**src/rtl/stats_snap_pkg.sv**
```systemverilog
`timescale 1ns/1ps
package stats_snap_pkg;
  localparam logic [7:0] OP_SNAP = 8'hDC;
  localparam logic [7:0] OP_READ = 8'hCC;
  localparam logic [1:0] A_CMD   = 2'd0;
  localparam logic [1:0] A_HI    = 2'd1;
  localparam logic [1:0] A_LO    = 2'd2;

  typedef struct packed {
    logic       snap;
    logic       rd;
    logic [7:0] arg;
  } snapStrb_t;
endpackage

```
**src/rtl/stats_snap_ctrl.sv**
```systemverilog
`timescale 1ns/1ps
module stats_snap_ctrl
  import stats_snap_pkg::*;
(
  input  logic        clk,
  input  logic        rst,
  input  logic        hostWr,
  input  logic [1:0]  hostAddr,
  input  logic [15:0] hostWrData,
  output logic        busy,
  output snapStrb_t   strb
);
  logic       pendSnap;
  logic [7:0] pendArg;
  logic       cmdHit;
  logic       isSnap;
  logic       isRead;

  assign cmdHit = hostWr && (hostAddr == A_CMD) && !busy;
  assign isSnap = hostWrData[15:8] == OP_SNAP;
  assign isRead = hostWrData[15:8] == OP_READ;

  always_ff @(posedge clk) begin
    if (rst) begin
      busy     <= 1'b0;
      pendSnap <= 1'b0;
      pendArg  <= '0;
    end else if (busy) begin
      busy <= 1'b0;
    end else if (cmdHit && (isSnap || isRead)) begin
      busy     <= 1'b1;
      pendSnap <= isSnap;
      pendArg  <= hostWrData[7:0];
    end
  end

  always_comb begin
    strb.snap = busy && pendSnap;
    strb.rd   = busy && !pendSnap;
    strb.arg  = pendArg;
  end
endmodule

```
**src/rtl/stats_snap_datapath.sv**
```systemverilog
`timescale 1ns/1ps
module stats_snap_datapath
  import stats_snap_pkg::*;
#(
  parameter int NUM_PORTS = 4,
  parameter int NUM_CNT   = 8,
  parameter int CNT_W     = 32
) (
  input  logic                          clk,
  input  logic                          rst,
  input  logic [NUM_PORTS*NUM_CNT-1:0]  evtInc,
  input  snapStrb_t                     strb,
  output logic [15:0]                   dataHi,
  output logic [15:0]                   dataLo
);
  localparam int         PORT_W   = (NUM_PORTS > 1) ? $clog2(NUM_PORTS) : 1;
  localparam int         IDX_W    = (NUM_CNT > 1) ? $clog2(NUM_CNT) : 1;
  localparam logic [7:0] PORT_LIM = 8'(NUM_PORTS);
  localparam logic [7:0] IDX_LIM  = 8'(NUM_CNT);

  typedef logic [NUM_CNT-1:0][CNT_W-1:0] bank_t;

  bank_t      livePort [NUM_PORTS];
  bank_t      capBank;
  logic [31:0] rdWord;

  for (genvar p = 0; p < NUM_PORTS; p++) begin : g_port
    bank_t cntQ;
    always_ff @(posedge clk) begin
      if (rst) begin
        cntQ <= '0;
      end else begin
        for (int c = 0; c < NUM_CNT; c++) begin
          cntQ[c] <= cntQ[c] + {{(CNT_W-1){1'b0}}, evtInc[p*NUM_CNT+c]};
        end
      end
    end
    assign livePort[p] = cntQ;
  end

  always_ff @(posedge clk) begin
    if (rst) begin
      capBank <= '0;
    end else if (strb.snap && (strb.arg < PORT_LIM)) begin
      capBank <= livePort[strb.arg[PORT_W-1:0]];
    end
  end

  assign rdWord = (strb.arg < IDX_LIM) ? 32'(capBank[strb.arg[IDX_W-1:0]]) : 32'd0;

  always_ff @(posedge clk) begin
    if (rst) begin
      dataHi <= '0;
      dataLo <= '0;
    end else if (strb.rd) begin
      dataHi <= rdWord[31:16];
      dataLo <= rdWord[15:0];
    end
  end
endmodule

```
**src/rtl/stats_snap_top.sv**
```systemverilog
`timescale 1ns/1ps
module stats_snap_top
  import stats_snap_pkg::*;
#(
  parameter int NUM_PORTS = 4,
  parameter int NUM_CNT   = 8,
  parameter int CNT_W     = 32
) (
  input  logic                          clk,
  input  logic                          rst,
  input  logic                          hostWr,
  input  logic [1:0]                    hostAddr,
  input  logic [15:0]                   hostWrData,
  output logic [15:0]                   hostRdData,
  input  logic [NUM_PORTS*NUM_CNT-1:0]  evtInc
);
  logic        busy;
  snapStrb_t   strb;
  logic [15:0] dataHi;
  logic [15:0] dataLo;

  stats_snap_ctrl i_ctrl (
    .clk        (clk),
    .rst        (rst),
    .hostWr     (hostWr),
    .hostAddr   (hostAddr),
    .hostWrData (hostWrData),
    .busy       (busy),
    .strb       (strb)
  );

  stats_snap_datapath #(
    .NUM_PORTS (NUM_PORTS),
    .NUM_CNT   (NUM_CNT),
    .CNT_W     (CNT_W)
  ) i_dp (
    .clk    (clk),
    .rst    (rst),
    .evtInc (evtInc),
    .strb   (strb),
    .dataHi (dataHi),
    .dataLo (dataLo)
  );

  always_comb begin
    case (hostAddr)
      A_CMD:   hostRdData = {busy, 15'd0};
      A_HI:    hostRdData = dataHi;
      A_LO:    hostRdData = dataLo;
      default: hostRdData = 16'd0;
    endcase
  end
endmodule

```
**config.mk**
```make
export PLATFORM = sky130hd
export DESIGN_NAME = stats_snap_top
export DESIGN_NICKNAME = d
export VERILOG_FILES = /design/src/rtl/stats_snap_pkg.sv /design/src/rtl/stats_snap_ctrl.sv /design/src/rtl/stats_snap_datapath.sv /design/src/rtl/stats_snap_top.sv
export SDC_FILE = /design/constraint.sdc
export NUM_CORES = 2
export LEC_CHECK = 0
export BUFFER_PORTS_ARGS = -buffer_cell sky130_fd_sc_hd__buf_2
export CAP_MARGIN = 0
export CORE_MARGIN = 2
export CORE_UTILIZATION = 35
export DETAILED_ROUTE_END_ITERATION = 10
export GPL_ROUTABILITY_DRIVEN = 1
export PLACE_DENSITY = 0.57
export SLEW_MARGIN = 15
export SYNTH_ARGS = -nofsm -noshare
export SYNTH_HDL_FRONTEND = slang
export SYNTH_SLANG_ARGS = --single-unit
export TNS_END_PERCENT = 10
```
**constraint.sdc**
```tcl
create_clock -name clk -period 2.2 [get_ports clk]
set_clock_uncertainty 0.1 [all_clocks]
set_input_delay 0.22 -clock clk [delete_from_list [all_inputs] [get_ports clk]]
set_output_delay 0.22 -clock clk [all_outputs]
set_load 0.03 [all_outputs]
```
==> summary.md <==
| Metric | Value |
|---|---|
| Outcome | `finished, violations left` |
| Failing checks | `setup timing` |
| RSZ-0062 raised after global routing | `yes` |
| Post-DRT Antenna Nets | `0` |
| Worst setup path class | `register to register` |
| Final total power | `51950 uW` |
| CP endpoint | `i_dp.capBank[69]$_SDFFE_PP0P_` |
| Final GP Congestion | `0.9119` |
| Sequential share of the synthesized area | `40.35%` |
| Die W | `436.9 um` |
| Register share of total power | `46.6%` |
| Num CTS Buffers | `151` |
| Peak Freq | `444.1 MHz` |
| WP buf/inv | `1` |
| Switching Power | `11650 uW` |
| Setup slack after layout | `-0.05182 ns` |
| Comb pwr share | `2.4%` |
| TNS Setup | `-2.879 ns` |
| IO Pins | `69` |
| Critical path depth | `5` |
| Iteration-0 DRC Markers | `5613` |
| Worst setup EP type | `register` |
| Sw Ratio | `22.42%` |
| Routed vias | `59520` |
| Worst reg-to-reg setup slack | `-0.05 ns` |
| Full die area | `190900 sq um` |
| Hold depth | `6` |
| FF-to-FF Start | `i_ctrl.pendArg[7]$_SDFFE_PP0P_` |
| Vias in the first global route | `54250` |
| Max Fanout on Critical Path | `68` |
| Routed vias/inst | `5.721` |
| Critical path's slowest cell | `or4_1` |
| Yosys top cell area share | `40.35%` |
| Synth cell types | `49` |
| Worst r2r dst | `i_dp.capBank[69]$_SDFFE_PP0P_` |
| Clock Pin Slew Worst Setup and Hold Paths | `0.06 ns` |
| Worst endpoint required time | `2.77 ns` |
| CTS sink count | `1322` |
| Final core utilization | `42.90%` |
| Most common cell after layout, fill and taps aside | `dfxtp_1` |
| Synth area leader | `dfxtp_1` |
| PD cells | `651.6 nW/um^2` |
| Initial antenna violation count | `7` |
| CTS tree | `built` |
| Most frequent cells in the layout | `dfxtp_1 (1294), nand2_1 (876), a21oi_1 (822)` |
| Synth Flop Type | `dfxtp_1` |
| Async SR Flop Fraction | `0%` |
| Crit path time final | `2.252 ns` |
| CP Launch Type | `register` |
| PortBufs | `68` |
| Final wirelength | `209900 um` |
| Synthesis Warnings | `0` |
| GRT overflow | `0` |
| Ranking of synthesized cells by area | `dfxtp_1 (40%), mux4_2 (11%), a21oi_1 (6.4%)` |
| Lkg Pwr | `0.02523 uW` |
| Final hold vios | `0` |
| Clock Power Share | `51.1%` |
| Max-slew headroom | `53.19%` |
| Crit path DAT | `2.82 ns` |
| Crit path launch | `i_ctrl.pendArg[7]$_SDFFE_PP0P_` |
| Routed len/inst | `20.17 um` |
| Worst vdd ir | `0.7629 mV` |
| Post-synth EDFFs | `0` |
| Worst hold margin | `0.06757 ns` |
| Syn Area/Cell | `9.026 sq um` |
| Die Y | `436.9 um` |
| Core ar. | `185800 sq um` |
| Final setup fails | `118` |
| Syn nets | `7404` |
| Delay-heaviest family, CP | `simple AND/OR/NAND/NOR gates` |
| Max Cap Violations | `0` |
| Worst path max stage delay | `0.61 ns` |
| Synthesized area | `65600 sq um` |
| Hold crit path type | `input pin to register` |
| Reg2Reg Depth | `5` |
| Yosys reg bits | `1322` |
| Final Slew Violations | `0` |
| Fin nets | `7939` |
| DRC Markers | `0` |
| Place WS | `-0.1684 ns` |
| Crit share post-route | `102.4%` |
| All-Layer GR Usage | `21.24%` |
| Worst-Skew Late Latency | `0.82 ns` |
| Crit-path cells | `or4_1, or4_4, buf_12, nand2_1, a21oi_1` |
| Internal | `40310 uW` |
| Synth-to-layout area growth | `21.54%` |
| Clock H-tree levels | `4` |
| First drt pass iteration count | `6` |
| Share of cells above drive strength 1 | `19.85%` |
| First-pass GRT wire length | `322100 um` |
| Max clock buf depth | `3` |
| Post-synthesis cell count | `7267` |
| Least-Margin Pin Slew | `0.7022 ns` |
| Clock Root Buffer | `clkbuf_16` |
| Initial Utilization | `35.30%` |
| HPWL Detailed | `155800 um` |
| Largest net degree at the start of global routing | `113` |
| Cell Rows | `158` |
## state kept, by name, indices dropped and copies added (netlist names)
name / flops
i_dp.capBank: 256
i_ctrl.pendArg: 8
i_ctrl.busy: 1
i_ctrl.pendSnap: 1
i_dp.dataLo: 16
i_dp.dataHi: 16
i_dp.g_port.cntQ: 1024
## final cells by class
class / instances / area [sq um]
multi-input cells: 5352 / 37430
inverters: 122 / 457.9
repair buffers: 853 / 7027
diodes: 4 / 10.01
well taps: 2480 / 3103
flip-flops and latches: 1322 / 26510
fillers: 17940 / 106100
clock buffers: 223 / 4422
clock inverters: 49 / 773.2
## timing repair
action	in CTS	in global routing
hold endpoints to repair	555	0
pin swaps	14	30
buffers inserted	5	16
endpoints found under the setup margin	248	409
hold buffers	48	0
gates resized for setup	36	135
cloned	4	3
## through the flow
stage / cell area (sq um) / instances
3_3_place_gp: 73190 / 10050
2_1_floorplan: 65620 / 7267
4_1_cts: 79040 / 10380
3_5_place_dp: 73190 / 10050
5_1_grt: 79720 / 10400
6_report: 79730 / 10410
## how the worst min path moves through the flow
stage	start	end	slack, ns
3_3_place_gp	i_dp.dataLo[13]$_SDFFE_PP0P_	i_dp.dataLo[13]$_SDFFE_PP0P_	0.33
5_1_grt	hostWrData[12]	i_ctrl.pendSnap$_SDFFE_PP0P_	0.08
2_1_floorplan	hostWrData[5]	i_ctrl.pendArg[5]$_SDFFE_PP0P_	0.27
6_report	hostAddr[0]	i_ctrl.pendArg[5]$_SDFFE_PP0P_	0.07
3_5_place_dp	i_dp.dataLo[13]$_SDFFE_PP0P_	i_dp.dataLo[13]$_SDFFE_PP0P_	0.34
4_1_cts	hostAddr[0]	i_ctrl.pendArg[5]$_SDFFE_PP0P_	0.01
## cell families (layout without fill, tap and decap cells)
kind of cell | after synthesis | count (layout) | synth area share [%]
and+or+nand+nor | 3050 | 3050 | 24.94
muxes | 395 | 395 | 12.20
DFF | 1322 | 1322 | 40.35
other | 0 | 4 | 0
adders and majority gates | 84 | 84 | 1.602
buffers and inverters | 593 | 1247 | 3.500
xor gates and xnor gates | 342 | 342 | 4.566
AOI/OAI and AO/OA | 1481 | 1481 | 12.85
## worst min-delay path, stage by stage
cell and delay [ns]:
buf_2 0.13, or4_1 0.15, nor3_1 0.06, buf_4 0.18, mux2i_1 0.13, nor2_1 0.07
## synth_stat cells, drive strengths merged (8+ instances only)
cell type,n
a21oi,840
and3,85
o41ai,8
nor2,392
clkbuf,382
or3,240
nor4,102
nand4,289
a22o,15
nor2b,97
xor2,162
buf,89
ha,84
xnor2,180
nand3b,9
o31ai,343
and2,46
nand2,879
or4,391
mux4,320
nand4b,8
o21ai,258
mux2,33
or2,18
dfxtp,1322
inv,122
nor3,49
nand3,311
mux2i,42
and4,126
## power by group through the flow
stage | clock network, uW | logic (uW) | registers, uW
finish | 26500 | 1220 | 24200
global route | 28000 | 1340 | 24200
CTS | 27000 | 1200 | 24200
detailed placement | 0 | 1120 | 24700
global placement | 0 | 1100 | 24700
floorplan | 0 | 624 | 24700
## per-layer routing
metal  share of wire [%]  GRT usage (%)  vias to the layer above
met1                  46          30.62                    29140
met2                  44          32.09                     1753
met4                 4.0          8.281                        2
met3                 6.2          2.721                      312
met5              0.0062              0                        -
li1                    -              -                    28320
Note: power is estimated with default switching activity, not from simulation.
